File: src/rtl/dac_chain_master.sv
module dac_chain_master #(
  parameter int N_DEV = 4,
  parameter int DIV   = 2,
  localparam int IW   = (N_DEV > 1) ? $clog2(N_DEV) : 1
) (
  input  logic                 clk,
  input  logic                 rst_n,
  input  logic                 start,
  input  logic                 single,
  input  logic [IW-1:0]        target,
  input  logic [4*N_DEV-1:0]   cmd_in,
  input  logic [16*N_DEV-1:0]  data_in,
  output logic                 sck,
  output logic                 sdi,
  output logic                 cs_ld,
  output logic                 busy,
  output logic                 done
);
  localparam int FW = 24 * N_DEV;
  localparam int BW = $clog2(FW);
  localparam int CW = (DIV > 1) ? $clog2(DIV) : 1;
  localparam logic [CW-1:0] RELOAD = CW'(DIV - 1);
  localparam logic [BW-1:0] LAST   = BW'(FW - 1);

  typedef enum logic [1:0] {S_IDLE, S_SHIFT, S_TRAIL} state_t;

  state_t          state;
  logic [FW-1:0]   shreg, frame;
  logic [CW-1:0]   cnt;
  logic [BW-1:0]   bitcnt;

  always_comb begin
    for (int i = 0; i < N_DEV; i++) begin
      if (single && (target != IW'(i)))
        frame[24*i +: 24] = {4'hF, 4'h0, 16'h0000};
      else
        frame[24*i +: 24] = {cmd_in[4*i +: 4], 4'h0, data_in[16*i +: 16]};
    end
  end

  assign sdi = shreg[FW-1];

  always_ff @(posedge clk) begin
    if (!rst_n) begin
      state  <= S_IDLE;
      shreg  <= '0;
      cnt    <= '0;
      bitcnt <= '0;
      sck    <= 1'b0;
      cs_ld  <= 1'b1;
      busy   <= 1'b0;
      done   <= 1'b0;
    end else begin
      done <= 1'b0;
      case (state)
        S_IDLE: if (start) begin
          shreg  <= frame;
          cs_ld  <= 1'b0;
          busy   <= 1'b1;
          cnt    <= RELOAD;
          bitcnt <= '0;
          state  <= S_SHIFT;
        end
        S_SHIFT: if (cnt != '0) begin
          cnt <= cnt - 1'b1;
        end else begin
          cnt <= RELOAD;
          if (!sck) begin
            sck <= 1'b1;
          end else begin
            sck <= 1'b0;
            if (bitcnt == LAST) begin
              state <= S_TRAIL;
            end else begin
              shreg  <= shreg << 1;
              bitcnt <= bitcnt + 1'b1;
            end
          end
        end
        S_TRAIL: if (cnt != '0) begin
          cnt <= cnt - 1'b1;
        end else begin
          cs_ld <= 1'b1;
          busy  <= 1'b0;
          done  <= 1'b1;
          shreg <= '0;
          state <= S_IDLE;
        end
        default: state <= S_IDLE;
      endcase
    end
  end

  a_r3_clock_inside_frame: assert property (@(posedge clk) disable iff (!rst_n)
    sck |-> !cs_ld);
  a_r5_idle_clock_low: assert property (@(posedge clk) disable iff (!rst_n)
    !busy |-> !sck);
  a_r6_data_held_high: assert property (@(posedge clk) disable iff (!rst_n)
    (sck && $past(sck)) |-> $stable(sdi));
  a_r8_done_single_cycle: assert property (@(posedge clk) disable iff (!rst_n)
    done |=> !done);
  a_r8_done_at_release: assert property (@(posedge clk) disable iff (!rst_n)
    $rose(cs_ld) |-> (done && !busy));
  a_r9_no_restart_on_finish: assert property (@(posedge clk) disable iff (!rst_n)
    done |-> cs_ld);
endmodule

File: config.mk
export PLATFORM = sky130hd
export DESIGN_NAME = dac_chain_master
export DESIGN_NICKNAME = d
export VERILOG_FILES = /design/src/rtl/dac_chain_master.sv
export SDC_FILE = /design/constraint.sdc
export NUM_CORES = 1
export LEC_CHECK = 0
export BUFFER_PORTS_ARGS = -buffer_cell sky130_fd_sc_hd__buf_4
export CAP_MARGIN = 20
export CORE_ASPECT_RATIO = 1.1
export CORE_MARGIN = 2
export CORE_UTILIZATION = 55
export CTS_CLUSTER_SIZE = 8
export DETAILED_ROUTE_END_ITERATION = 8
export PLACE_DENSITY = 0.88
export SYNTH_ARGS = -nofsm -noshare
export SYNTH_HDL_FRONTEND = slang
export SYNTH_SLANG_ARGS = --single-unit
export TNS_END_PERCENT = 100
File: constraint.sdc
create_clock -name clk -period 3.5 [get_ports clk]
set_clock_uncertainty 0.1 [all_clocks]
set_input_delay 0.175 -clock clk [delete_from_list [all_inputs] [get_ports clk]]
set_output_delay 0.175 -clock clk [all_outputs]
set_load 0.05 [all_outputs]
## Yosys cells after proc, flatten, opt, wreduce, memory -nomap -nowiden

Cells that the tools add are included.

| cells by class | value |
|---|---|
| reductions and logical operators | 16 |
| equality and inequality tests | 12 |
| $add $sub $neg | 2 |
| bitwise operators | 1 |
| multiplexer cells | 32 |

Operators with widths:

| kind | number |
|---|---|
| $mux W96 | 5 |
| $pmux W96 S3 | 1 |
| $mux W24 | 4 |
| $mux W7 | 4 |
| $ne A2 B2 Y1 const B | 8 |
| $pmux W7 S2 | 1 |
| $mux W2 | 5 |
| $reduce_and A5 Y1 | 2 |
| $mux W1 | 8 |
| $add A7 B1 Y7 const B | 1 |
| $eq A7 B7 Y1 const B | 1 |
| $pmux W2 S3 | 1 |
| $reduce_and A2 Y1 | 3 |
| $reduce_and A6 Y1 | 1 |
| $reduce_bool A2 Y1 | 3 |
| $logic_and A1 B1 Y1 | 4 |
| $pmux W1 S2 | 2 |
| $pmux W1 S3 | 1 |
| $reduce_and A3 Y1 | 1 |
| $reduce_bool A3 Y1 | 1 |
| $eq A2 B1 Y1 const B | 1 |
| $eq A2 B2 Y1 const B | 1 |
| $logic_not A2 Y1 | 1 |
| $ne A2 B1 Y1 const B | 1 |
| 2 further kinds | 2 |

| word-level totals | value |
|---|---|
| bits of input ports | 86 |
| output and inout bits | 5 |
| flip-flop bits (word level) | 110 |
| word-level logic and storage cells | 71 |

## Logic depth before layout (Yosys ltp)

| depth | value |
|---|---|
| depth after elaboration | 5 |
| depth in mapped cells | 10 |
| mapped depth without buffers | 6 |

## Worst setup path after synthesis

No wires, ideal clock.

| timing | value |
|---|---|
| kind | register to register |
| from | reg sck |
| to | reg shreg[16] |
| required time | 3.266 ns |
| cell stages (with the launch flop) | 9 |
| data arrival time | 1.791 ns |
| setup time | 0.134 ns |
| setup slack | 1.475 ns |
| buffers on the path | 4 |
| clock period less this slack | 2.025 ns |
| path through | dfxtp_1 nand2b_1 and4b_1 buf_2 and2_1 buf_2 buf_6 buf_2 o22ai_1 |

| on the way | value |
|---|---|
| cells in the longest elaborated chain, start to end | 2 |

Ends and longest elaborated chain:

| element | line | source |
|---|---|---|
| start: declaration | 13 | `output logic sck,` |
| start signal: assignment | 49 | `sck <= 1'b0;` |
| start signal: assignment | 69 | `sck <= 1'b1;` |
| start signal: assignment | 71 | `sck <= 1'b0;` |
| $ne A2 B2 Y1 (no line) | - |  |
| $reduce_and A6 Y1 (no line) | - |  |
| end signal: assignment | 57 | `shreg <= frame;` |
| end signal: assignment | 75 | `shreg <= shreg << 1;` |
| end: declaration | 28 | `logic [FW-1:0] shreg, frame;` |

No other way between the ends.
A chain may end at the register's enable or synchronous reset.

## Worst setup path after layout

| timing | value |
|---|---|
| from | reg state[1] |
| to | reg shreg[67] |

| on the way | value |
|---|---|
| cells in the longest elaborated chain, start to end | 3 |
| elaborated cells on any way between the ends | 11 |
| classes of those cells | 7 x eq/ne; 1 x mux; 3 x reduce/logical |

Ends and longest elaborated chain:

| element | line | source |
|---|---|---|
| start: declaration | 27 | `state_t state;` |
| start signal: assignment | 45 | `state <= S_IDLE;` |
| start signal: assignment | 62 | `state <= S_SHIFT;` |
| start signal: assignment | 73 | `state <= S_TRAIL;` |
| $eq A2 B1 Y1 (tied with other cells) | 55 | `case (state)` |
| $ne A2 B2 Y1 (no line) / $reduce_bool A3 Y1 (equally long branches) | - |  |
| $reduce_and A6 Y1 (no line) | - |  |

Parallel ways exist; a longest one is shown, timed or not.

==> flow_metrics.env <==
export IMPL_core_area_um2=8920
export IMPL_finalCritPeriodShare=0.855
export IMPL_n_antenna_cell=0
export IMPL_nets=696
export IMPL_critical_path_required_ns=3.69
export IMPL_status="finished clean"
export IMPL_ys_warn_count=0
export IMPL_ir_drop_mv=0.838
export IMPL_syn_inst=553
export IMPL_synthTopCellsByCount="dfxtp_1 (110), a21oi_1 (83), a211oi_1 (51), a22oi_1 (47), nand2_1 (47)"
export IMPL_hold_path_end="shreg[21]"
export IMPL_critPathTopFamily="simple AND/OR/NAND/NOR gates"
export IMPL_clock_latency_ns=0.38
export IMPL_grt_pass1_wl_um=21400
export IMPL_grt_max_degree=77
export IMPL_wirelength_um=12800
export IMPL_crit_path_end_kind="flop"
export IMPL_num_vias=4726
export IMPL_synth_nets=645
export IMPL_fill_cells=705
export IMPL_start_kind="flop"
export IMPL_synth_area_leaders="dfxtp_1 (44%), a21oi_1 (8.2%), a211oi_1 (7.6%)"
export IMPL_r2r_worst_path_cells=7
export IMPL_multiInputGateArea_um2=2550
export IMPL_ios=91
export IMPL_synth_top_area_frac=0.436
export IMPL_drc=0
export IMPL_place_gp_congestion=0.836
export IMPL_num_rows=36
export IMPL_path_class="flop to flop"
export IMPL_cts_max_level=3
export IMPL_hp_start="cmd_in[1]"
export IMPL_synth_area_um2=5050
export IMPL_cts_buffer_depth=2
export IMPL_holdPathStages=3
export IMPL_finalCriticalPeriod_ns=2.99
export IMPL_hold_violations=0
export IMPL_worst_slew_pin_slew_ns=0.797
export IMPL_synth_most_common_cell="dfxtp_1"
export IMPL_synth_seq_cells=110
export IMPL_path_buf_inv=2
export IMPL_io_buffer_count=90
export IMPL_setup_violations=0
export IMPL_arrival_ns=3.18
export IMPL_dp_cells=706
export IMPL_dieArea_um2=9970
export IMPL_regArea_um2=2200
export IMPL_rsz0062_at_grt="false"
export IMPL_cp_cell_sequence="inv_1 -> ha_1 -> o21ai_1 -> and4b_2 -> buf_4 -> nand2_1 -> o22ai_1"
export IMPL_grt_overflow=0
export IMPL_drt_first_pass_iters=5
export IMPL_grtUsageTotal=0.261
export IMPL_cp_max_fo=76
export IMPL_fmax_mhz=334
export IMPL_fin_tns_setup_ns=0
export IMPL_postSynthAreaPerCell_um2=9.14
export IMPL_vias_per_cell=6.54
export IMPL_rrSetupSlack_ns=0.51
export IMPL_drive_gt1_frac=0.243
export IMPL_fp_dieW_um=95.4
export IMPL_drv_slew=0
export IMPL_drtIter0Drc=379
export IMPL_clkSlewWorstSetupHoldPaths_ns=0.11
export IMPL_die_height_um=105
export IMPL_ys_async_sr_fraction=0
export IMPL_antenna_left=0
export IMPL_synth_enable_flop_cells=0
export IMPL_max_stage_delay_ns=0.62
export IMPL_cts_sinks=110
export IMPL_antenna_found_initial=0
export IMPL_critPathSlowestCell="buf_4"
export IMPL_hold_class="input pin to flop"
export IMPL_ys_types=38
export IMPL_initial_core_util=0.566
export IMPL_r2r_start="state[1]"
export IMPL_dp_hpwl_um=8290
export IMPL_p_leak_uw=0.00213
export IMPL_final_cell_area_um2=5890
export IMPL_r2r_end="shreg[67]"
export IMPL_power_density_nw_per_um2=904
export IMPL_cts_tree="yes"
export IMPL_postCtsSetupBuffers=0
export IMPL_max_cap_violations=0
export IMPL_place_area_um2=5700
export IMPL_fin_cells=723
export IMPL_wl_per_cell_um=17.7
export IMPL_cts_root_buf="clkbuf_8"
export IMPL_cts_buffers=9
export IMPL_syn2layout_area_growth_pct=16.5
export IMPL_first_global_vias=4455
export IMPL_maxSlewHeadroom=0.469
export IMPL_synth_yosys_seq_area_share=0.436
export IMPL_synth_area_leader_cell="dfxtp_1"
export IMPL_dominantRegCellSynth="dfxtp_1"
[worst min-delay path, delay by kind of cell]
kind / cells / cell delay [ns]
multiplexers: 1 / 0.12
AO/OA/AOI/OAI: 1 / 0.08
buffers and inverters: 1 / 0.07
[cell families after synthesis]
logic type               after synthesis  share of synthesized area
flip-flops                           110                      0.436
multiplexers                           7                     0.0139
XOR/XNOR                               1                    0.00173
adder cells (fa/ha/maj)                6                     0.0149
buffers and inverters                 66                     0.0612
AO/OA/AOI/OAI                        273                      0.388
AND/OR/NAND/NOR                       90                     0.0842
[registers in the layout (all words and copies together) (netlist names)]
register	flops
bitcnt	7
shreg	96
cs_ld	1
state	2
busy	1
done	1
sck	1
cnt	1
[cell type report]
cell class,count,area share
Tap cell,114,0.0242
Inverter,4,0.00276
Clock inverter,7,0.00999
Timing Repair Buffer,102,0.135
Sequential cell,110,0.374
Multi-Input combinational cell,377,0.433
Clock buffer,9,0.0210
[how the worst max path moves through the flow]
stage	from	end	slack (ns)	cells after the start
4_1_cts	state[1]	shreg[67]	0.53	7
3_5_place_dp	state[1]	shreg[19]	0.56	7
2_1_floorplan	sck	shreg[16]	1.48	8
6_report	state[1]	shreg[67]	0.51	7
3_3_place_gp	state[1]	shreg[43]	0.67	7
5_1_grt	state[1]	shreg[43]	0.20	7
[layer usage]
| metal | GRT usage | routed length, um | vias up |
|---|---|---|---|
| li1 | - | - | 2236 |
| met1 | 0.352 | 5250 | 2278 |
| met2 | 0.426 | 6490 | 184 |
| met3 | 0.0478 | 824 | 28 |
| met4 | 0.0755 | 266 | 0 |
| met5 | 0 | 0 | - |
[layout by cell type (no fill, tap or decap), types with 5 or more instances in the layout]
| cell | n |
|---|---|
| nand2b_1 | 9 |
| ha_1 | 6 |
| o22ai_1 | 16 |
| clkbuf_8 | 9 |
| buf_4 | 99 |
| o21ai_0 | 6 |
| nand2_1 | 47 |
| a21oi_1 | 83 |
| mux2i_1 | 7 |
| a221oi_1 | 12 |
| a32oi_1 | 16 |
| nor2_1 | 10 |
| a211oi_2 | 24 |
| a22oi_1 | 47 |
| a31oi_1 | 5 |
| dfxtp_1 | 110 |
| a211oi_1 | 51 |
| nand3_1 | 6 |
[per-stage QoR]
stage                      util  setup WS, ns  total power, uW  hold WS (ns)
after floorplan               -          1.48             4070         0.229
after global placement    0.639         0.673             4450         0.342
after detailed placement  0.639         0.565             4580         0.352
after CTS                 0.660         0.533             5290        0.0216
after global routing      0.660         0.198             5690        0.0485
final                     0.660         0.509             5320        0.0214
[power by group]
| part | total [uW] | internal, uW | switching (uW) | leakage (uW) |
|---|---|---|---|---|
| logic | 2630 | 1000 | 1630 | 0.00115 |
| registers | 1970 | 1710 | 258 | 0.000906 |
| clock network | 730 | 268 | 462 | 0.0000800 |
[timing repair]
item	CTS	global route
hold buffers	1	0
resized for setup	0	0
endpoints found under the hold margin	1	0
endpoints found under the setup margin	0	0
Note: power is estimated with default switching activity, not from simulation.
